[config.mk]
export PLATFORM = sky130hd
export DESIGN_NAME = rotmerge_unit
export DESIGN_NICKNAME = d
export VERILOG_FILES = /design/src/rtl/rotmerge_pkg.sv /design/src/rtl/rotmerge_rotator.sv /design/src/rtl/rotmerge_lane_merge.sv /design/src/rtl/rotmerge_unit.sv
export SDC_FILE = /design/constraint.sdc
export NUM_CORES = 1
export LEC_CHECK = 0
export ABC_CLOCK_PERIOD_IN_PS = 3000
export CELL_PAD_IN_SITES_DETAIL_PLACEMENT = 2
export CELL_PAD_IN_SITES_GLOBAL_PLACEMENT = 2
export CORE_MARGIN = 2
export CORE_UTILIZATION = 30
export CTS_CLUSTER_DIAMETER = 120
export CTS_CLUSTER_SIZE = 12
export DETAILED_ROUTE_END_ITERATION = 6
export GPL_ROUTABILITY_DRIVEN = 0
export HOLD_SLACK_MARGIN = 0.1
export PLACE_DENSITY_LB_ADDON = 0.1
export SKIP_LAST_GASP = 1
export SYNTH_ARGS = -nofsm -noshare
export SYNTH_HDL_FRONTEND = slang
export SYNTH_HIERARCHICAL = 1
export SYNTH_SLANG_ARGS = --single-unit
[constraint.sdc]
create_clock -name clk -period 3 [get_ports clk]
set_input_delay 0.3 -clock clk [delete_from_list [all_inputs] [get_ports clk]]
set_output_delay 0.3 -clock clk [all_outputs]
set_load 0.02 [all_outputs]
[src/rtl/rotmerge_pkg.sv]
package rotmerge_pkg;

    localparam int unsigned RM_WORD_W = 32;
    localparam int unsigned RM_LANE_W = 8;
    localparam int unsigned RM_LANES  = RM_WORD_W / RM_LANE_W;
    localparam int unsigned RM_ROT_W  = $clog2(RM_WORD_W);

    typedef enum logic {
        OP_MOVE  = 1'b0,
        OP_FIELD = 1'b1
    } rm_op_e;

    typedef struct packed {
        rm_op_e                 op;
        logic [RM_ROT_W-1:0]    rot;
        logic [RM_LANES-1:0]    mask;
        logic [RM_WORD_W-1:0]   src;
        logic [RM_WORD_W-1:0]   dst;
    } rm_req_t;

    typedef struct packed {
        logic                   valid;
        logic [RM_WORD_W-1:0]   word;
    } rm_res_t;

    // Lane select actually applied: a move writes every lane.
    function automatic logic [RM_LANES-1:0] rm_lane_sel(input rm_op_e op,
                                                        input logic [RM_LANES-1:0] mask);
        return (op == OP_FIELD) ? mask : {RM_LANES{1'b1}};
    endfunction

endpackage

[src/rtl/rotmerge_rotator.sv]
module rotmerge_rotator #(
    parameter int unsigned WORD_W = rotmerge_pkg::RM_WORD_W,
    parameter int unsigned ROT_W  = $clog2(WORD_W)
) (
    input  logic [WORD_W-1:0] data_in,
    input  logic [ROT_W-1:0]  amount,
    output logic [WORD_W-1:0] data_out
);

    logic [WORD_W-1:0] stage [0:ROT_W];

    assign stage[0] = data_in;

    // Log barrel: stage k rotates left by 2**k when amount bit k is set.
    for (genvar k = 0; k < ROT_W; k++) begin : g_stage
        localparam int unsigned SH = 1 << k;
        assign stage[k+1] = amount[k]
            ? {stage[k][WORD_W-1-SH:0], stage[k][WORD_W-1 -: SH]}
            : stage[k];
    end

    assign data_out = stage[ROT_W];

endmodule

[src/rtl/rotmerge_lane_merge.sv]
module rotmerge_lane_merge #(
    parameter int unsigned WORD_W = rotmerge_pkg::RM_WORD_W,
    parameter int unsigned LANE_W = rotmerge_pkg::RM_LANE_W,
    parameter int unsigned LANES  = WORD_W / LANE_W
) (
    input  logic [WORD_W-1:0] take_word,
    input  logic [WORD_W-1:0] keep_word,
    input  logic [LANES-1:0]  lane_sel,
    output logic [WORD_W-1:0] merged
);

    for (genvar l = 0; l < LANES; l++) begin : g_lane
        assign merged[l*LANE_W +: LANE_W] = lane_sel[l]
            ? take_word[l*LANE_W +: LANE_W]
            : keep_word[l*LANE_W +: LANE_W];
    end

endmodule

[src/rtl/rotmerge_unit.sv]
module rotmerge_unit
    import rotmerge_pkg::*;
#(
    parameter int unsigned WORD_W = RM_WORD_W,
    parameter int unsigned LANE_W = RM_LANE_W
) (
    input  logic                        clk,
    input  logic                        rst,
    input  logic                        req_valid,
    input  logic                        req_op,
    input  logic [$clog2(WORD_W)-1:0]   req_rot,
    input  logic [WORD_W/LANE_W-1:0]    req_mask,
    input  logic [WORD_W-1:0]           src_word,
    input  logic [WORD_W-1:0]           dst_word,
    output logic                        res_valid,
    output logic [WORD_W-1:0]           res_word
);

    localparam int unsigned LANES = WORD_W / LANE_W;
    localparam int unsigned ROT_W = $clog2(WORD_W);

    rm_op_e            op_q;
    logic [LANES-1:0]  lane_sel;
    logic [WORD_W-1:0] rot_word;
    logic [WORD_W-1:0] merge_word;
    logic              valid_r;
    logic [WORD_W-1:0] word_r;

    assign op_q     = rm_op_e'(req_op);
    assign lane_sel = rm_lane_sel(op_q, req_mask);

    rotmerge_rotator #(
        .WORD_W (WORD_W),
        .ROT_W  (ROT_W)
    ) u_rot (
        .data_in  (src_word),
        .amount   (req_rot),
        .data_out (rot_word)
    );

    rotmerge_lane_merge #(
        .WORD_W (WORD_W),
        .LANE_W (LANE_W),
        .LANES  (LANES)
    ) u_merge (
        .take_word (rot_word),
        .keep_word (dst_word),
        .lane_sel  (lane_sel),
        .merged    (merge_word)
    );

    always_ff @(posedge clk) begin
        if (rst) begin
            valid_r <= 1'b0;
            word_r  <= '0;
        end else begin
            valid_r <= req_valid;
            if (req_valid) begin
                word_r <= merge_word;
            end
        end
    end

    assign res_valid = valid_r;
    assign res_word  = word_r;


    valid_follow_chk: assert property (@(posedge clk) disable iff (rst)
        req_valid |=> res_valid);


    idle_hold_chk: assert property (@(posedge clk) disable iff (rst)
        !req_valid |=> (!res_valid && $stable(res_word)));


    move_ones_chk: assert property (@(posedge clk) disable iff (rst)
        (req_valid && op_q == OP_MOVE) |=> ($countones(res_word) == $countones($past(src_word))));


    rot_zero_chk: assert property (@(posedge clk) disable iff (rst)
        (req_valid && op_q == OP_MOVE && req_rot == '0) |=> (res_word == $past(src_word)));


    mask_zero_chk: assert property (@(posedge clk) disable iff (rst)
        (req_valid && op_q == OP_FIELD && req_mask == '0) |=> (res_word == $past(dst_word)));

    for (genvar l = 0; l < LANES; l++) begin : g_lane_chk

        lane_keep_chk: assert property (@(posedge clk) disable iff (rst)
            (req_valid && op_q == OP_FIELD && !req_mask[l])
            |=> (res_word[l*LANE_W +: LANE_W] == $past(dst_word[l*LANE_W +: LANE_W])));

        lane_take_chk: assert property (@(posedge clk) disable iff (rst)
            (req_valid && req_mask[l])
            |=> (res_word[l*LANE_W +: LANE_W] == $past(rot_word[l*LANE_W +: LANE_W])));
    end

endmodule

# --- Word-level counts from Yosys, hierarchy flattened ---
# Index checks and enable logic that the tools add are counted.
# Widths: inputs -> output; s select.
totals:
  input_bits: 77
  out_inout_bits: 33
  elab_cells: 12
  regBits: 33
classes:
  n_mux: 10
op_table:
  columns: ["op", "n"]
  rows:
  - ["$mux 32", 5]
  - ["$mux 8", 4]
  - ["$mux 4", 1]

# --- Longest topological paths before layout ---
logic_depth:
  word_depth: 6
  depth_mapped: 9
  ltp_nobuf: 6

# --- Modules after synthesis ---
# The synthesis kept the hierarchy.
modules_own_cells:
  columns: ["module", "cells_per_inst", "n_inst", "area_each_um2", "seq_area_each_um2"]
  rows:
  - ["rotmerge_rotator", 116, 1, 1948.1, 0.0]
  - ["rotmerge_unit", 110, 1, 1227.4, 660.6]
  - ["rotmerge_lane_merge", 36, 1, 525.5, 0.0]

# --- Least setup slack after synthesis ---
# No wires, ideal clock.
synth_timing:
  path_type: "input-to-reg"
  start: "input req_rot[0]"
  end: "register word_r[31], in the netlist res_word[31]"
  arrival_ps: 2285
  required_ps: 2881
  setup_slack_ps: 596
  n_path_buf: 3
  setup_ps: 119
  path_stages: 8
  cell_sequence: "clkbuf_1 > buf_1 > clkbuf_1 > mux4_2 > mux2_2 > mux2_4 > mux2i_1 > nor2_1"
synth_via:
  elab_chain_cells: 6
synth_rtl:
  columns: ["item", "line_no", "source"]
  rows:
  - ["start, declared", "rotmerge_unit.sv:11", "input logic [$clog2(WORD_W)-1:0] req_rot,"]
  - ["$mux 32 (5 in series)", "rotmerge_rotator.sv:18", "? {stage[k][WORD_W-1-SH:0], stage[k][WORD_W-1 -: SH]}"]
  - ["net rot_word[31]", "rotmerge_unit.sv:24", "logic [WORD_W-1:0] rot_word;"]
  - ["$mux 8", "rotmerge_lane_merge.sv:14", "? take_word[l*LANE_W +: LANE_W]"]
  - ["net merge_word[31]", "rotmerge_unit.sv:25", "logic [WORD_W-1:0] merge_word;"]
  - ["end signal, assigned", "rotmerge_unit.sv:59", "word_r <= merge_word;"]
  - ["end, declared", "rotmerge_unit.sv:27", "logic [WORD_W-1:0] word_r;"]
# The timed path passes the listed nets, and every way through them passes these cells.
# A chain may end at the register's enable or synchronous reset.

# --- Worst setup path in the final report ---
layout_timing:
  start: "input req_rot[3]"
  end: "register word_r[4], in the netlist res_word[4]"
layout_via:
  elab_chain_cells: 3
layout_rtl:
  columns: ["item", "line_no"]
  rows:
  - ["$mux 32 (2 in series)", "rotmerge_rotator.sv:18"]
  - ["net rot_word[4]", "rotmerge_unit.sv:24"]
  - ["$mux 8", "rotmerge_lane_merge.sv:14"]
  - ["net merge_word[4]", "rotmerge_unit.sv:25"]
# The timed path passes the listed nets, and every way through them passes these cells.

==> reports/results.tsv <==
metric	value	unit
cp-end-kind	flip-flop	
grt-ovfl-total	0	
r2r-start	res_word[12]$_SDFFE_PP0P_	
setup_violations	0	
port_buffers	109	
grt_pass1_vias	2980	
ant_nets	0	
avgSynthCellArea	14.1	µm²
cts_tree	done	
wirelength	11500	µm
holdBufCountCts	0	
swShare	0.312	
antenna_found_initial	0	
cts_buffer_depth	2	
finalCritPeriodShare	0.909	
h-tree-depth	2	
holdPathStages	2	
hold_violations	0	
synth_area	3700	µm²
syn_to_final_growth	34.1	%
outcome	complete, no violations	
worst_ep_arrival_time	2890	ps
synthTopCellsByArea	mux4_2 (37%), dfxtp_1 (18%), mux2_4 (13%), mux2_2 (9.7%), mux2i_1 (8.7%)	
power.density	392	nW/µm²
synth_seq_cells	33	
min_from	res_word[10]$_SDFFE_PP0P_	
rsz0062_at_grt	false	
grt_pass1_wl	17700	µm
dpl_cell_area	4830	µm²
clk-insertion-delay-late	280	ps
die_h	115	µm
wl_per_cell	22.9	µm
hold_class	flip-flop to flip-flop	
track_usage	0.179	
postCtsSetupBuffers	0	
seq_power_share	0.262	
skew	0	ps
cts_resized	0	
die_x	115	µm
ys_warn_count	6	
root_buffer	clkbuf_16	
cap_viol_max_count	0	
synth_top_area_frac	0.371	
dieArea	13200	µm²
rr_worst_depth	2	
cts.sinks	33	
route.detailed.drc	0	
slew_headroom	0.312	
drt-initial-drc-count	222	
cp_max_fo	17	
clkSlewWorstSetupHoldPaths	50	ps
diodes	0	
ir_drop	181	µV
timing.fmax	0.367	GHz
core	12000	µm²
fin_nets	432	
p_leak	1.91	nW
fp-row-count	40	
worst_setup_path_start_kind	primary input	
seq_area_frac_synth	0.178	
tightest_slew	1030	ps
syn_inst	262	
netlist.top_cell.by_area	mux4_2	
syn-num-nets	339	
dpl.hpwl	9290	µm
fin_crit	2730	ps
slew_violations	0	
cp-startpoint	req_rot[3]	
cts_made_buffers	5	
via_per_inst	5.48	
grt_max_degree	34	
io_pins	110	
vias	2755	
drt_first_pass_iters	4	
power	1.94	mW
stdcell_area	4960	µm²
setup_ws	273	ps
dp_slack	-17.5	ps
required	3160	ps
p_sw	0.607	mW
yosysUniqueCellTypes	15	
p_comb_frac	0.480	
drive_gt1_frac	0.407	
start_util	0.308	
p_int	1.34	mW
clkPwrFrac	0.258	
crit_type	primary input to flip-flop	
flip-flops by register name (all words and copies together) (netlist names):
name	flops
res_word	32
res_valid	1
metal layers:
metal  global-route usage  wire length (µm)  part of all wire  vias to the layer above
li1                     -                 -                 -                     1237
met1                0.242              5010              0.44                     1427
met2                0.307              5860              0.51                       86
met3               0.0269               566             0.049                        5
met4               0.0313                80            0.0069                        0
met5                    0                 0                 0                        -
power groups by stage:
stage / clock, mW / sequential (mW) / combinational [mW]
3_5_place_dp: 0 / 0.519 / 0.940
6_report: 0.501 / 0.510 / 0.933
3_3_place_gp: 0 / 0.519 / 0.929
2_1_floorplan: 0 / 0.567 / 0.557
5_1_grt: 0.539 / 0.514 / 1.00
4_1_cts: 0.518 / 0.511 / 0.947
worst max-delay path, stage by stage:
cell and delay [ps]:
clkdlybuf4s50_1 500, buf_12 170, mux4_2 570, mux4_1 570, mux2_2 300, mux2_4 250
mux2i_1 170, nor2_2 40
stage by stage:
step           cells  hold WS [ps]  utilization  setup TNS, ps
6_report         503           499        0.413              0
5_1_grt          503           531        0.413              0
4_1_cts          503           505        0.413              0
3_5_place_dp     495           490        0.402          -22.5
3_3_place_gp     495           476        0.402              0
2_1_floorplan    262           543            -              0
path summary, 6_finish.rpt:
| path | end | slack [ps] |
|---|---|---|
| max | res_word[4]$_SDFFE_PP0P_ | 270 |
| min | res_word[10]$_SDFFE_PP0P_ | 500 |
| max reg2reg | res_word[12]$_SDFFE_PP0P_ | 2340 |
| min reg2reg | res_word[10]$_SDFFE_PP0P_ | 500 |
Yosys cell counts (all sizes together):
cell and number:
mux2 64, mux2i 32, dfxtp 33, clkbuf 8, mux4 64, nor2 32
nor2b 1, buf 24, nand2b 4
cell families after synthesis:
group / count (synthesis) / share of synthesized area
muxes: 160 / 0.706
DFF: 33 / 0.178
and+or+nand+nor: 37 / 0.0423
buffers and inverters: 32 / 0.0730
layout make-up:
class	instances	area, µm²
Tap cell	147	184
Clock inverter	2	10.0
Fill cell	1229	7050
Multi-Input combinational cell	197	2770
Timing Repair Buffer	118	1210
Sequential cell	33	661
Clock buffer	6	129
layout by cell type, fill, tap and decap left out, drive strengths merged:
cell type / netlist / final
mux2: 64 / 64
clkbuf: 8 / 6
nor2b: 1 / 1
clkdlybuf4s50: 0 / 107
mux4: 64 / 64
nor2: 32 / 32
nand2b: 4 / 4
clkinv: 0 / 2
buf: 24 / 11
mux2i: 32 / 32
dfxtp: 33 / 33
(Power assumes the default switching activity.)
